===== src/rtl/sis_pkg.sv =====
package sis_pkg;
  typedef enum logic [1:0] {XK_CFG = 2'd0, XK_WR = 2'd1, XK_RD = 2'd2} xkind_t;
  typedef enum logic [1:0] {RC_OK = 2'd0, RC_XFER = 2'd1, RC_ID = 2'd2} rcode_t;
  localparam logic [7:0] ST_BUSY  = 8'h00;
  localparam logic [7:0] ST_WR_OK = 8'h04;
  localparam logic [7:0] ST_RD_OK = 8'h01;
  localparam logic [7:0] END_BYTE = 8'hFF;
endpackage


===== src/rtl/sis_rom.sv =====
module sis_rom #(
  parameter int ROM_AW = 3
) (
  input  logic [ROM_AW-1:0] idx,
  output logic [7:0]        reg_addr,
  output logic [7:0]        reg_val
);
  always_comb begin
    case (idx)
      ROM_AW'(0): {reg_addr, reg_val} = {8'h11, 8'h80};
      ROM_AW'(1): {reg_addr, reg_val} = {8'h3B, 8'h01};
      ROM_AW'(2): {reg_addr, reg_val} = {8'h10, 8'h40};
      ROM_AW'(3): {reg_addr, reg_val} = {8'hFF, 8'h00};
      ROM_AW'(4): {reg_addr, reg_val} = {8'h13, 8'h45};
      default:    {reg_addr, reg_val} = {8'hFF, 8'hFF};
    endcase
  end
endmodule


===== src/rtl/sis_delay.sv =====
module sis_delay #(
  parameter int DELAY_CYCLES = 480000
) (
  input  logic clk,
  input  logic rst_n,
  input  logic start,
  output logic expired
);
  localparam int DW = $clog2(DELAY_CYCLES + 1);
  logic [DW-1:0] cnt;

  always_ff @(posedge clk) begin
    if (!rst_n) begin
      cnt     <= '0;
      expired <= 1'b0;
    end else begin
      expired <= 1'b0;
      if (start) begin
        cnt <= DW'(DELAY_CYCLES);
      end else if (cnt != '0) begin
        cnt     <= cnt - 1'b1;
        expired <= (cnt == DW'(1));
      end
    end
  end

  a_r3_expire_single: assert property (@(posedge clk) disable iff (!rst_n)
    expired |=> !expired);
endmodule


===== src/rtl/sis_xfer.sv =====
module sis_xfer
  import sis_pkg::*;
#(
  parameter int MAX_POLLS = 50
) (
  input  logic       clk,
  input  logic       rst_n,
  input  logic       go,
  input  logic [1:0] kind_i,
  input  logic [7:0] addr_i,
  input  logic [7:0] data_i,
  output logic       req_valid,
  input  logic       req_ready,
  output logic [1:0] req_kind,
  output logic [7:0] req_addr,
  output logic [7:0] req_data,
  output logic       poll_strobe,
  input  logic       stat_valid,
  input  logic [7:0] stat_code,
  input  logic [7:0] stat_rdata,
  output logic       fin,
  output logic       fin_ok,
  output logic [7:0] rdata
);
  localparam int PW = $clog2(MAX_POLLS + 1);
  typedef enum logic [1:0] {XS_IDLE, XS_REQ, XS_POLL, XS_WAIT} xs_t;

  xs_t          st;
  logic [1:0]   k_q;
  logic [7:0]   a_q, d_q;
  logic [PW-1:0] pcnt;
  logic [7:0]   want;

  assign want        = (k_q == XK_RD) ? ST_RD_OK : ST_WR_OK;
  assign req_valid   = (st == XS_REQ);
  assign poll_strobe = (st == XS_POLL);
  assign req_kind    = k_q;
  assign req_addr    = a_q;
  assign req_data    = d_q;

  always_ff @(posedge clk) begin
    if (!rst_n) begin
      st     <= XS_IDLE;
      k_q    <= '0;
      a_q    <= '0;
      d_q    <= '0;
      pcnt   <= '0;
      fin    <= 1'b0;
      fin_ok <= 1'b0;
      rdata  <= '0;
    end else begin
      fin    <= 1'b0;
      fin_ok <= 1'b0;
      case (st)
        XS_IDLE: if (go) begin
          k_q <= kind_i;
          a_q <= addr_i;
          d_q <= data_i;
          st  <= XS_REQ;
        end
        XS_REQ: if (req_ready) begin
          if (k_q == XK_CFG) begin
            fin    <= 1'b1;
            fin_ok <= 1'b1;
            st     <= XS_IDLE;
          end else begin
            pcnt <= '0;
            st   <= XS_POLL;
          end
        end
        XS_POLL: begin
          pcnt <= pcnt + 1'b1;
          st   <= XS_WAIT;
        end
        XS_WAIT: if (stat_valid) begin
          if (stat_code == ST_BUSY) begin
            if (pcnt == PW'(MAX_POLLS)) begin
              fin <= 1'b1;
              st  <= XS_IDLE;
            end else begin
              st <= XS_POLL;
            end
          end else begin
            fin    <= 1'b1;
            fin_ok <= (stat_code == want);
            rdata  <= stat_rdata;
            st     <= XS_IDLE;
          end
        end
        default: st <= XS_IDLE;
      endcase
    end
  end

  a_r11_req_hold: assert property (@(posedge clk) disable iff (!rst_n)
    req_valid && !req_ready |=> req_valid && $stable(req_kind)
                                && $stable(req_addr) && $stable(req_data));
  a_r7_poll_bound: assert property (@(posedge clk) disable iff (!rst_n)
    pcnt <= PW'(MAX_POLLS));
  a_r7_poll_single: assert property (@(posedge clk) disable iff (!rst_n)
    poll_strobe |=> !poll_strobe && !req_valid);
  a_r11_cfg_nopoll: assert property (@(posedge clk) disable iff (!rst_n)
    poll_strobe |-> k_q != XK_CFG);
endmodule


===== src/rtl/init_sequencer.sv =====
module init_sequencer
  import sis_pkg::*;
#(
  parameter int          DELAY_CYCLES = 480000,
  parameter int          MAX_POLLS    = 50,
  parameter int          ROM_AW       = 3,
  parameter logic [7:0]  BRIDGE_EN    = 8'h1E,
  parameter logic [7:0]  SLAVE_ADDR   = 8'h60
) (
  input  logic       clk,
  input  logic       rst_n,
  input  logic       start,
  output logic       busy,
  output logic       done,
  output logic [1:0] result,
  output logic       req_valid,
  input  logic       req_ready,
  output logic [1:0] req_kind,
  output logic [7:0] req_addr,
  output logic [7:0] req_data,
  output logic       poll_strobe,
  input  logic       stat_valid,
  input  logic [7:0] stat_code,
  input  logic [7:0] stat_rdata
);
  localparam logic [7:0] RST_REG  = 8'h12;
  localparam logic [7:0] RST_VAL  = 8'h80;
  localparam logic [7:0] IDH_REG  = 8'h1C;
  localparam logic [7:0] IDL_REG  = 8'h1D;
  localparam logic [7:0] IDH_WANT = 8'h7F;
  localparam logic [7:0] IDL_WANT = 8'hA2;

  typedef enum logic [3:0] {
    T_IDLE, T_EN, T_SADDR, T_RST, T_DLY1, T_IDH, T_IDL, T_TBL, T_DLY2
  } tst_t;

  tst_t              st;
  logic              pend;
  logic [ROM_AW-1:0] idx;
  logic [7:0]        idh_q;
  rcode_t            res_q;
  logic [7:0]        rom_reg, rom_val;
  logic              at_end, xstate, go, dly_start, dly_exp;
  logic [1:0]        x_kind;
  logic [7:0]        x_addr, x_data, x_rdata;
  logic              x_fin, x_ok;

  sis_rom #(.ROM_AW(ROM_AW)) u_rom (.idx(idx), .reg_addr(rom_reg), .reg_val(rom_val));

  assign at_end = (rom_reg == END_BYTE) && (rom_val == END_BYTE);
  assign xstate = (st == T_EN) || (st == T_SADDR) || (st == T_RST) ||
                  (st == T_IDH) || (st == T_IDL) || ((st == T_TBL) && !at_end);
  assign go     = xstate && !pend && !x_fin;

  always_comb begin
    x_kind = XK_WR;
    x_addr = rom_reg;
    x_data = rom_val;
    case (st)
      T_EN:    begin x_kind = XK_CFG; x_addr = 8'd0;    x_data = BRIDGE_EN;  end
      T_SADDR: begin x_kind = XK_CFG; x_addr = 8'd1;    x_data = SLAVE_ADDR; end
      T_RST:   begin x_kind = XK_WR;  x_addr = RST_REG; x_data = RST_VAL;    end
      T_IDH:   begin x_kind = XK_RD;  x_addr = IDH_REG; x_data = 8'h00;      end
      T_IDL:   begin x_kind = XK_RD;  x_addr = IDL_REG; x_data = 8'h00;      end
      default: ;
    endcase
  end

  assign dly_start = ((st == T_RST) && x_fin && x_ok) ||
                     ((st == T_TBL) && !pend && !x_fin && at_end);

  sis_xfer #(.MAX_POLLS(MAX_POLLS)) u_xfer (
    .clk(clk), .rst_n(rst_n), .go(go), .kind_i(x_kind), .addr_i(x_addr),
    .data_i(x_data), .req_valid(req_valid), .req_ready(req_ready),
    .req_kind(req_kind), .req_addr(req_addr), .req_data(req_data),
    .poll_strobe(poll_strobe), .stat_valid(stat_valid), .stat_code(stat_code),
    .stat_rdata(stat_rdata), .fin(x_fin), .fin_ok(x_ok), .rdata(x_rdata)
  );

  sis_delay #(.DELAY_CYCLES(DELAY_CYCLES)) u_delay (
    .clk(clk), .rst_n(rst_n), .start(dly_start), .expired(dly_exp)
  );

  assign busy   = (st != T_IDLE);
  assign result = res_q;

  always_ff @(posedge clk) begin
    if (!rst_n) begin
      st    <= T_IDLE;
      pend  <= 1'b0;
      idx   <= '0;
      idh_q <= '0;
      res_q <= RC_OK;
      done  <= 1'b0;
    end else begin
      done <= 1'b0;
      if (go)    pend <= 1'b1;
      if (x_fin) pend <= 1'b0;
      if (x_fin && !x_ok) begin
        st    <= T_IDLE;
        done  <= 1'b1;
        res_q <= RC_XFER;
      end else begin
        case (st)
          T_IDLE:  if (start) begin st <= T_EN; idx <= '0; end
          T_EN:    if (x_fin) st <= T_SADDR;
          T_SADDR: if (x_fin) st <= T_RST;
          T_RST:   if (x_fin) st <= T_DLY1;
          T_DLY1:  if (dly_exp) st <= T_IDH;
          T_IDH:   if (x_fin) begin idh_q <= x_rdata; st <= T_IDL; end
          T_IDL:   if (x_fin) begin
            if (idh_q == IDH_WANT && x_rdata == IDL_WANT) begin
              st <= T_TBL;
            end else begin
              st    <= T_IDLE;
              done  <= 1'b1;
              res_q <= RC_ID;
            end
          end
          T_TBL: begin
            if (x_fin) idx <= idx + 1'b1;
            else if (!pend && at_end) st <= T_DLY2;
          end
          T_DLY2: if (dly_exp) begin
            st    <= T_IDLE;
            done  <= 1'b1;
            res_q <= RC_OK;
          end
          default: st <= T_IDLE;
        endcase
      end
    end
  end

  a_r10_done_pulse: assert property (@(posedge clk) disable iff (!rst_n)
    done |=> !done);
  a_r10_done_idle: assert property (@(posedge clk) disable iff (!rst_n)
    done |-> !busy);
  a_r1_idle_quiet: assert property (@(posedge clk) disable iff (!rst_n)
    !busy |-> !req_valid && !poll_strobe);
  a_r3_delay_quiet: assert property (@(posedge clk) disable iff (!rst_n)
    (st == T_DLY1 || st == T_DLY2) |-> !req_valid && !poll_strobe);
  a_r5_no_marker_sent: assert property (@(posedge clk) disable iff (!rst_n)
    req_valid && req_kind == XK_WR |-> !(req_addr == END_BYTE && req_data == END_BYTE));
endmodule


===== config.mk =====
export PLATFORM = sky130hd
export DESIGN_NAME = init_sequencer
export DESIGN_NICKNAME = d
export VERILOG_FILES = /design/src/rtl/sis_pkg.sv /design/src/rtl/sis_rom.sv /design/src/rtl/sis_delay.sv /design/src/rtl/sis_xfer.sv /design/src/rtl/init_sequencer.sv
export SDC_FILE = /design/constraint.sdc
export NUM_CORES = 1
export LEC_CHECK = 0
export BUFFER_PORTS_ARGS = -buffer_cell sky130_fd_sc_hd__buf_4
export CORE_MARGIN = 2
export CORE_UTILIZATION = 52
export CTS_CLUSTER_DIAMETER = 40
export CTS_CLUSTER_SIZE = 10
export DETAILED_ROUTE_END_ITERATION = 10
export GPL_TIMING_DRIVEN = 0
export HOLD_SLACK_MARGIN = 0.1
export PLACE_DENSITY = 0.73
export SLEW_MARGIN = 20
export SYNTH_ARGS = -nofsm -noshare
export SYNTH_HDL_FRONTEND = slang
export SYNTH_SLANG_ARGS = --single-unit

===== constraint.sdc =====
create_clock -name clk -period 2.1 [get_ports clk]
set_input_delay 0.42 -clock clk [delete_from_list [all_inputs] [get_ports clk]]
set_output_delay 0.42 -clock clk [all_outputs]
set_load 0.02 [all_outputs]

==> qor.json, run 1 <==
{
  "io_pins": {"value": 45},
  "finish.utilization": {"value": 0.691},
  "synthTopCellsByArea": {"value": "sky130_fd_sc_hd__dfxtp_1 (39%), sky130_fd_sc_hd__nor2_1 (6.4%), sky130_fd_sc_hd__mux2i_1 (5.1%), sky130_fd_sc_hd__ha_1 (3.0%), sky130_fd_sc_hd__nand2_1 (2.9%)"},
  "timing.critical_path.cells": {"value": "inv_6 -> ha_4 -> or4_4 -> a2111oi_4 -> buf_4 -> a41oi_2 -> nor3_2"},
  "relative_slew_slack": {"value": 0.564},
  "worst_hold_startpoint": {"value": "stat_rdata[1]"},
  "overall_global_routing_resource_usage": {"value": 0.248},
  "number_of_levels_the_h_tree_was_split_into": {"value": 3},
  "per_instance_average_area_after_synthesis": {"value": 8.53, "unit": "um2"},
  "critical_path.max_fanout": {"value": 4},
  "hold_end": {"value": "u_xfer.rdata[1]"},
  "regToRegStartpoint": {"value": "idx[1]"},
  "post-synth-top-count-cell": {"value": "sky130_fd_sc_hd__dfxtp_1"},
  "die_area": {"value": 7850, "unit": "um2"},
  "r2r.worst_path.cells": {"value": 7},
  "multiInputGateArea": {"value": 2270, "unit": "um2"},
  "ctsLongestPathBuffers": {"value": 2},
  "tightest_slew": {"value": 0.648, "unit": "ns"},
  "chipWidth": {"value": 88.6, "unit": "um"},
  "cts_inserted_buffers": {"value": 9},
  "drv.max_cap_violation_count": {"value": 0},
  "skew": {"value": 0.00965, "unit": "ns"},
  "drt_pre_antenna_iters": {"value": 5},
  "ratio_of_cells_with_drive_above_1_in_the_final_layout": {"value": 0.259},
  "report.final.hold_viol_count": {"value": 0},
  "cts_tree": {"value": "done"},
  "antennaDiodeCount": {"value": 0},
  "sequential_fraction_of_the_synthesis_area": {"value": 0.387},
  "placement_rows": {"value": 30},
  "critPathKind": {"value": "reg -> reg"},
  "grt_pass1_vias": {"value": 3255},
  "antenna_violating_nets_post_route": {"value": 0},
  "detailroute.via_count": {"value": 3490},
  "first_iter_violations": {"value": 181},
  "yosysUniqueCellTypes": {"value": 68},
  "final_min_period_over_clock_period": {"value": 0.982},
  "power.sequential.fraction": {"value": 0.304},
  "prevailing_post_synth_register_cell": {"value": "sky130_fd_sc_hd__dfxtp_1"},
  "run_status": {"value": "finished clean"},
  "core_area": {"value": 6870, "unit": "um2"},
  "drt-total-wl": {"value": 9.44, "unit": "mm"},
  "synth_enable_flop_cells": {"value": 0},
  "layout-area-overhead-vs-synth": {"value": 27.6, "unit": "%"},
  "cts-hold-fix-buffers": {"value": 0},
  "register_area": {"value": 1450, "unit": "um2"},
  "timing.fmax": {"value": 0.485, "unit": "GHz"},
  "ir_drop": {"value": 1360, "unit": "uV"},
  "routed_wire_length_per_instance": {"value": 15.5, "unit": "um"},
  "floorplan.initialDensity": {"value": 0.542},
  "slew_viol_final": {"value": 0},
  "setup_ws_pre_cts": {"value": -0.399, "unit": "ns"},
  "numClockSinks": {"value": 72},
  "slowest_stage": {"value": "sky130_fd_sc_hd__or4_4"},
  "post_synth_instance_area": {"value": 3720, "unit": "um2"},
  "detail_route.drc_violations": {"value": 0},
  "place_hpwl": {"value": 6.38, "unit": "mm"},
  "setup_viol_count_final": {"value": 0},
  "cts.clk_slew.worst_paths": {"value": 0.08, "unit": "ns"},
  "cp_buf_inv_count": {"value": 2},
  "worst_ep_required_time": {"value": 2.39, "unit": "ns"},
  "sw_frac_of_total": {"value": 0.410},
  "ys_seq_elements": {"value": 72},
  "routed_via_density": {"value": 5.73},
  "net-switching-power": {"value": 2.66, "unit": "mW"},
  "worst_skew_pair.late_latency": {"value": 0.36, "unit": "ns"},
  "cp.arrival": {"value": 2.35, "unit": "ns"},
  "synthTopCellsByCount": {"value": "sky130_fd_sc_hd__dfxtp_1 (72), sky130_fd_sc_hd__nor2_1 (63), sky130_fd_sc_hd__nand2_1 (29), sky130_fd_sc_hd__o21ai_0 (21), sky130_fd_sc_hd__mux2i_1 (19)"},
  "yosys_warnings": {"value": 0},
  "timing.hold.worst.class": {"value": "in -> reg"},
  "fin_ws": {"value": 0.0376, "unit": "ns"},
  "crit-reg2reg-capture": {"value": "st[3]"},
  "static_leakage": {"value": 1.82, "unit": "nW"},
  "nFillCells": {"value": 572},
  "grt_max_degree": {"value": 13},
  "regToRegSetupSlack": {"value": 0.04, "unit": "ns"},
  "fin_crit": {"value": 2.06, "unit": "ns"},
  "place_congestion": {"value": 0.973},
  "finalNetCount": {"value": 539},
  "share_of_yosys_cell_area_claimed_by_the_top_area_cell_type": {"value": 0.387},
  "power.share.combinational": {"value": 0.508},
  "hold_depth": {"value": 3},
  "pd_cells": {"value": 1370, "unit": "nW/um2"},
  "clock_power_share": {"value": 0.189},
  "power.internal": {"value": 3.82, "unit": "mW"},
  "clk_root_buffer_cell": {"value": "sky130_fd_sc_hd__clkbuf_8"},
  "die_y": {"value": 88.6, "unit": "um"},
  "async_set_reset_flop_share_out_of_synthesis": {"value": 0},
  "post_syn_instances": {"value": 436},
  "crit_path_start_kind": {"value": "flop"},
  "crit_family": {"value": "simple AND/OR/NAND/NOR gates"},
  "endpoint_kind": {"value": "flop"},
  "numPortBuffers": {"value": 44},
  "grt_antenna_before_repair": {"value": 0},
  "crit_path_max_incr_delay": {"value": 0.48, "unit": "ns"},
  "grt_pass1_wl": {"value": 15.0, "unit": "mm"},
  "post-synth-top-area-cell": {"value": "sky130_fd_sc_hd__dfxtp_1"},
  "total_overflow_reported_by_the_global_router": {"value": 0},
  "synth_fp_nets": {"value": 466}
}
==> kinds of logic (layout without fill, tap and decap cells) <==
logic type	after synthesis	count (layout)	share of synthesized area
and+or+nand+nor	183	183	0.266
AOI/OAI and AO/OA	94	94	0.173
DFF	72	72	0.387
buffers and inverters	42	119	0.0511
muxes	21	21	0.0572
xor gates and xnor gates	15	15	0.0353
adders and majority gates	9	9	0.0303
==> state kept, by name, indices dropped and copies added, names as in the netlist, 2 cells and up <==
name	cells
idh_q	8
idx	3
result	2
st	4
u_delay.cnt	19
u_xfer.pcnt	6
u_xfer.rdata	8
u_xfer.req_addr	7
u_xfer.req_data	6
u_xfer.req_kind	2
u_xfer.st	2
==> metrics by stage <==
stage	power (mW)	setup TNS, ns	cells	area [um2]	hold WS, ns
finish	6.49	0	609	4750	0.298
global route	6.91	-0.00677	609	4750	0.290
CTS	6.27	-0.0541	603	4610	0.285
detailed placement	4.88	-7.44	576	4200	0.458
global placement	4.80	-5.66	576	4200	0.450
floorplan	4.11	0	436	3750	0.447
==> final cells by class <==
cell class,instances,area share
clock buffer,10,0.0290
inverter,17,0.0156
clock inverter,5,0.0171
multi-input combinational,322,0.477
timing repair buffer,64,0.103
sequential,72,0.306
tap,96,0.0253
buffer,23,0.0266
==> worst reg2reg max path, stage by stage, from the launching register on <==
cell and delay [ns]:
sky130_fd_sc_hd__dfxtp_4 0.40, sky130_fd_sc_hd__inv_6 0.05, sky130_fd_sc_hd__ha_4 0.16, sky130_fd_sc_hd__or4_4 0.48
sky130_fd_sc_hd__a2111oi_4 0.42, sky130_fd_sc_hd__buf_4 0.19, sky130_fd_sc_hd__a41oi_2 0.12, sky130_fd_sc_hd__nor3_2 0.18
==> cell usage in the layout (no fill, tap or decap), types with 4 or more instances in the layout <==
cell type and n:
sky130_fd_sc_hd__o21ai_0 19, sky130_fd_sc_hd__o211ai_1 5, sky130_fd_sc_hd__a21oi_1 16, sky130_fd_sc_hd__inv_1 14
sky130_fd_sc_hd__buf_6 4, sky130_fd_sc_hd__a31oi_1 7, sky130_fd_sc_hd__dfxtp_1 68, sky130_fd_sc_hd__nand2_1 28
sky130_fd_sc_hd__a211oi_1 6, sky130_fd_sc_hd__nor2b_1 6, sky130_fd_sc_hd__nand2b_1 8, sky130_fd_sc_hd__clkbuf_1 11
sky130_fd_sc_hd__clkbuf_8 10, sky130_fd_sc_hd__ha_4 4, sky130_fd_sc_hd__nand4_1 8, sky130_fd_sc_hd__xor2_1 12
sky130_fd_sc_hd__nand4b_1 4, sky130_fd_sc_hd__nor2_1 62, sky130_fd_sc_hd__buf_4 67, sky130_fd_sc_hd__nand3_1 11
sky130_fd_sc_hd__and2_1 4, sky130_fd_sc_hd__and3_1 4, sky130_fd_sc_hd__or3_1 6, sky130_fd_sc_hd__nor3_1 9
sky130_fd_sc_hd__mux2i_1 19
==> repair_timing <==
action,CTS,global route
gates resized for setup,25,30
endpoints found under the setup margin,42,41
setup buffers,11,8
gates cloned,1,0
pin swaps,9,18
==> routing by layer <==
| layer | global-route usage | up-vias | wire [um] |
|---|---|---|---|
| li1 | - | 1707 | - |
| met1 | 0.317 | 1651 | 4230 |
| met2 | 0.401 | 113 | 4510 |
| met3 | 0.0672 | 19 | 526 |
| met4 | 0.0937 | 0 | 170 |
| met5 | 0 | - | 0 |
==> power by group through the flow <==
stage	clock [mW]	combinational, mW	sequential (mW)
floorplan	0	2.08	2.03
global placement	0	2.86	1.95
detailed placement	0	2.91	1.96
CTS	1.24	3.10	1.94
global route	1.30	3.61	2.01
finish	1.22	3.29	1.97
==> worst max-delay path by stage <==
stage               slack [ns]            endpoint  cells past startpoint            from
floorplan                 0.02      u_delay.cnt[3]                      8          idx[1]
global placement         -0.26      u_delay.cnt[9]                      7  u_delay.cnt[0]
detailed placement       -0.40      u_delay.cnt[9]                      7  u_delay.cnt[0]
CTS                      -0.04     u_delay.cnt[16]                      7  u_delay.cnt[4]
global route            -0.006  u_xfer.req_data[2]                      7          idx[0]
finish                    0.04               st[3]                      7          idx[1]
No activity file was read; power rests on OpenSTA's default activity.
==> run 2: changes to the inputs <==
--- a/config.mk
+++ b/config.mk
@@ -5,15 +5,16 @@
 export SDC_FILE = /design/constraint.sdc
 export NUM_CORES = 1
 export LEC_CHECK = 0
+export ABC_AREA = 1
 export BUFFER_PORTS_ARGS = -buffer_cell sky130_fd_sc_hd__buf_4
 export CORE_MARGIN = 2
-export CORE_UTILIZATION = 52
+export CORE_UTILIZATION = 53
 export CTS_CLUSTER_DIAMETER = 40
 export CTS_CLUSTER_SIZE = 10
 export DETAILED_ROUTE_END_ITERATION = 10
 export GPL_TIMING_DRIVEN = 0
 export HOLD_SLACK_MARGIN = 0.1
-export PLACE_DENSITY = 0.73
+export PLACE_DENSITY = 0.74
 export SLEW_MARGIN = 20
 export SYNTH_ARGS = -nofsm -noshare
 export SYNTH_HDL_FRONTEND = slang
==> run 2 against run 1 <==
  * First-iteration DRC count decreased by 18%
  * Combinational power increased by 3%
  * Design area decreased by 4.6%
  * Clock power decreased by 3%
  * Highest routed layer unchanged
  * Sequential share of layout area grew 1.2 points
  * Critical endpoint is now u_delay.cnt[13]
  * Utilization is 5.6 points lower
  * Power grew 0.72%
  * Worst setup slack improved by 0.16 ns
  * Flip-flop and latch count unchanged
  * Routed wire length is 1.7% lower
==> qor.json, run 2 <==
{
  "detail_route.drc_violations": {"value": 0, "change": "unchanged"},
  "post-synth-top-count-cell": {"value": "sky130_fd_sc_hd__nand2_1"},
  "final_min_period_over_clock_period": {"value": 0.904, "change": "-0.0779"},
  "synth_enable_flop_cells": {"value": 0, "change": "unchanged"},
  "holdWs": {"value": 0.304, "unit": "ns", "change": "+0.00588 ns"},
  "grt_max_degree": {"value": 13, "change": "unchanged"},
  "largest_registers": {"value": "u_delay.cnt (19), idh_q (8), u_xfer.rdata (8)"},
  "io_pins": {"value": 45, "change": "unchanged"},
  "grt_pass1_vias": {"value": 3480, "change": "+6.9%"},
  "chipWidth": {"value": 89.1, "unit": "um", "change": "+0.59%"},
  "grt_setup_unrepaired": {"value": "false"},
  "die_y": {"value": 89.1, "unit": "um", "change": "+0.59%"},
  "share_of_yosys_cell_area_claimed_by_the_top_area_cell_type": {"value": 0.375, "change": "-0.0120"},
  "endpoint_kind": {"value": "flop"},
  "place_hpwl": {"value": 6.92, "unit": "mm", "change": "+8.5%"},
  "skew": {"value": 0.00763, "unit": "ns", "change": "-0.00202 ns"},
  "routed_via_density": {"value": 5.15, "change": "-10%"},
  "cts-hold-fix-buffers": {"value": 0, "change": "unchanged"},
  "yosys_warnings": {"value": 0, "change": "unchanged"},
  "sequential_fraction_of_the_synthesis_area": {"value": 0.375, "change": "-0.0120"},
  "synthTopCellsByArea": {"value": "sky130_fd_sc_hd__dfxtp_1 (38%), sky130_fd_sc_hd__nand2_1 (12%), sky130_fd_sc_hd__nor2_1 (9.3%), sky130_fd_sc_hd__inv_1 (6.5%), sky130_fd_sc_hd__a21oi_1 (6.4%)"},
  "cp.arrival": {"value": 2.14, "unit": "ns", "change": "-0.21 ns"},
  "setup_viol_count_final": {"value": 0, "change": "unchanged"},
  "per_instance_average_area_after_synthesis": {"value": 6.71, "unit": "um2", "change": "-21%"},
  "detailroute.via_count": {"value": 3763, "change": "+7.8%"},
  "total_overflow_reported_by_the_global_router": {"value": 0, "change": "unchanged"},
  "critPathKind": {"value": "reg -> reg"},
  "finalNetCount": {"value": 657, "change": "+22%"},
  "cts_inserted_buffers": {"value": 9, "change": "unchanged"},
  "grt_antenna_before_repair": {"value": 0, "change": "unchanged"},
  "max_flop_register": {"value": "u_delay.cnt"},
  "crit_path_start_kind": {"value": "flop"},
  "routed_wire_length_per_instance": {"value": 12.7, "unit": "um", "change": "-18%"},
  "place_congestion": {"value": 0.895, "change": "-8.0%"},
  "cts.clk_slew.worst_paths": {"value": 0.08, "unit": "ns", "change": "about the same"},
  "die_area": {"value": 7940, "unit": "um2", "change": "+1.2%"},
  "timing.hold.worst.class": {"value": "in -> reg"},
  "placement_rows": {"value": 31, "change": "+3.3%"},
  "slew_viol_final": {"value": 0, "change": "unchanged"},
  "post_cts.repair.setup_buffers": {"value": 0, "change": "-11"},
  "timing.fmax": {"value": 0.527, "unit": "GHz", "change": "+8.6%"},
  "post_synth_instance_area": {"value": 3840, "unit": "um2", "change": "+3.2%"},
  "report.final.hold_viol_count": {"value": 0, "change": "unchanged"},
  "drt-total-wl": {"value": 9.28, "unit": "mm", "change": "-1.7%"},
  "critical_path.max_fanout": {"value": 10, "change": "+6"},
  "synthTopCellsByCount": {"value": "sky130_fd_sc_hd__nand2_1 (120), sky130_fd_sc_hd__nor2_1 (95), sky130_fd_sc_hd__dfxtp_1 (72), sky130_fd_sc_hd__inv_1 (66), sky130_fd_sc_hd__a21oi_1 (49)"},
  "async_set_reset_flop_share_out_of_synthesis": {"value": 0, "change": "unchanged"},
  "drv.max_cap_violation_count": {"value": 0, "change": "unchanged"},
  "most_frequent_cells_in_the_layout": {"value": "sky130_fd_sc_hd__nand2_1 (120), sky130_fd_sc_hd__nor2_1 (94), sky130_fd_sc_hd__dfxtp_1 (71)"},
  "overall_global_routing_resource_usage": {"value": 0.245, "change": "-0.00247"},
  "tightest_slew": {"value": 0.734, "unit": "ns", "change": "+0.0864 ns"},
  "layout-area-overhead-vs-synth": {"value": 18.0, "unit": "%"},
  "static_leakage": {"value": 2.08, "unit": "nW", "change": "+14%"},
  "prevailing_post_synth_register_cell": {"value": "sky130_fd_sc_hd__dfxtp_1"},
  "ratio_of_cells_with_drive_above_1_in_the_final_layout": {"value": 0.157, "change": "-0.103"},
  "ir_drop": {"value": 991, "unit": "uV", "change": "-27%"},
  "numPortBuffers": {"value": 44, "change": "unchanged"},
  "post_syn_instances": {"value": 572, "change": "+31%"},
  "ctsResizeCount": {"value": 0, "change": "-100%"},
  "grt_pass1_wl": {"value": 15.2, "unit": "mm", "change": "+1.1%"},
  "relative_slew_slack": {"value": 0.507, "change": "-0.0568"},
  "first_iter_violations": {"value": 148, "change": "-18%"},
  "post-synth-top-area-cell": {"value": "sky130_fd_sc_hd__dfxtp_1"},
  "worst_ep_required_time": {"value": 2.34, "unit": "ns", "change": "-0.05 ns"},
  "numClockSinks": {"value": 72, "change": "unchanged"},
  "antenna_violating_nets_post_route": {"value": 0, "change": "unchanged"},
  "antennaDiodeCount": {"value": 0, "change": "unchanged"},
  "floorplan.initialDensity": {"value": 0.538, "change": "-0.00366"},
  "clk_root_buffer_cell": {"value": "sky130_fd_sc_hd__clkbuf_8"},
  "yosysUniqueCellTypes": {"value": 38, "change": "-44%"},
  "core_area": {"value": 7140, "unit": "um2", "change": "+3.9%"},
  "synth_fp_nets": {"value": 602, "change": "+29%"},
  "run_status": {"value": "finished clean"},
  "fin_crit": {"value": 1.90, "unit": "ns", "change": "-0.163 ns"},
  "number_of_levels_the_h_tree_was_split_into": {"value": 3, "change": "unchanged"},
  "worst_skew_pair.late_latency": {"value": 0.35, "unit": "ns", "change": "about the same"},
  "ys_seq_elements": {"value": 72, "change": "unchanged"},
  "setup_tns": {"value": 0, "unit": "ns", "change": "unchanged"},
  "cts_tree": {"value": "done"},
  "largest_reg_flops": {"value": 19, "change": "unchanged"},
  "pd_cells": {"value": 1440, "unit": "nW/um2", "change": "+5.5%"},
  "layout_commonest_cell": {"value": "sky130_fd_sc_hd__nand2_1"},
  "ctsLongestPathBuffers": {"value": 2, "change": "unchanged"},
  "drt_pre_antenna_iters": {"value": 5, "change": "unchanged"}
}
[run 2: cell types whose count changed after synthesis, sizes merged, moves of 6 or more]
cell / change
nor2b: -6
nand3: +24
o21ai: +9
a21oi: +31
clkbuf: -11
nand4: +7
mux2i: -19
nand2b: -8
or3: -7
inv: +51
nor2: +41
nand2: +97
xor2: -6
[run 2: critical path, stage by stage, from the launching register on]
cell and delay (ns):
sky130_fd_sc_hd__dfxtp_2 0.37, sky130_fd_sc_hd__inv_1 0.09, sky130_fd_sc_hd__ha_1 0.21, sky130_fd_sc_hd__nand2_1 0.08
sky130_fd_sc_hd__inv_1 0.07, sky130_fd_sc_hd__nor2_4 0.15, sky130_fd_sc_hd__nand3_1 0.14, sky130_fd_sc_hd__nor2_2 0.17
sky130_fd_sc_hd__a21oi_4 0.12, sky130_fd_sc_hd__nand2_2 0.11, sky130_fd_sc_hd__clkbuf_4 0.22, sky130_fd_sc_hd__nor2_1 0.06
[run 2: path summary, 6_finish.rpt]
path,start,to,slack [ns],cells past startpoint
max reg2reg,idx[0],u_delay.cnt[13],0.20,11
min reg2reg,idh_q[6],idh_q[6],0.45,2
min,stat_rdata[7],u_xfer.rdata[7],0.30,3
max,idx[0],u_delay.cnt[13],0.20,11
[run 2: metal layers]
metal  vias up  routed length (um)  track usage
met5         -                   0            0
met4         0                 145       0.0923
li1       1960                   -            -
met1      1705                4250        0.311
met3        15                 404       0.0406
met2        83                4480        0.418
[run 2: area by class of cell]
| type | count | area, um2 |
|---|---|---|
| flip-flops and latches | 72 | 1440 |
| inverters | 69 | 259 |
| repair buffers | 44 | 330 |
| clock buffers | 12 | 165 |
| fillers | 715 | 2610 |
| multi-input cells | 415 | 2070 |
| plain buffers | 16 | 92.6 |
| clock inverters | 4 | 51.3 |
| well taps | 99 | 124 |
[run 2: power by group]
| group | total [mW] | internal, mW | switching (mW) |
|---|---|---|---|
| registers | 1.97 | 1.69 | 0.284 |
| clock network | 1.18 | 0.646 | 0.532 |
| logic | 3.38 | 1.25 | 2.13 |
| total | 6.53 | 3.59 | 2.95 |
[run 2: metrics by stage]
| stage | cell area [um2] | cells | worst slack [ns] | util | total power [mW] |
|---|---|---|---|---|---|
| 2_1_floorplan | 3840 | 572 | 0.396 | - | 4.47 |
| 3_3_place_gp | 4290 | 715 | 0.0608 | 0.602 | 5.24 |
| 3_5_place_dp | 4290 | 715 | 0.0594 | 0.602 | 5.30 |
| 4_1_cts | 4510 | 731 | 0.0203 | 0.632 | 6.50 |
| 5_1_grt | 4530 | 731 | 0.00435 | 0.635 | 7.09 |
| 6_report | 4530 | 731 | 0.201 | 0.635 | 6.53 |
[run 2: cells by family (layout without fill, tap and decap cells)]
kind of cell	count (synthesis)	in the layout	share of synthesized area
AO/OA/AOI/OAI	93	93	0.131
XOR/XNOR	10	10	0.0228
adder cells (fa/ha/maj)	9	9	0.0293
buffers and inverters	85	145	0.0909
flip-flops	72	72	0.375
AND/OR/NAND/NOR	303	303	0.350
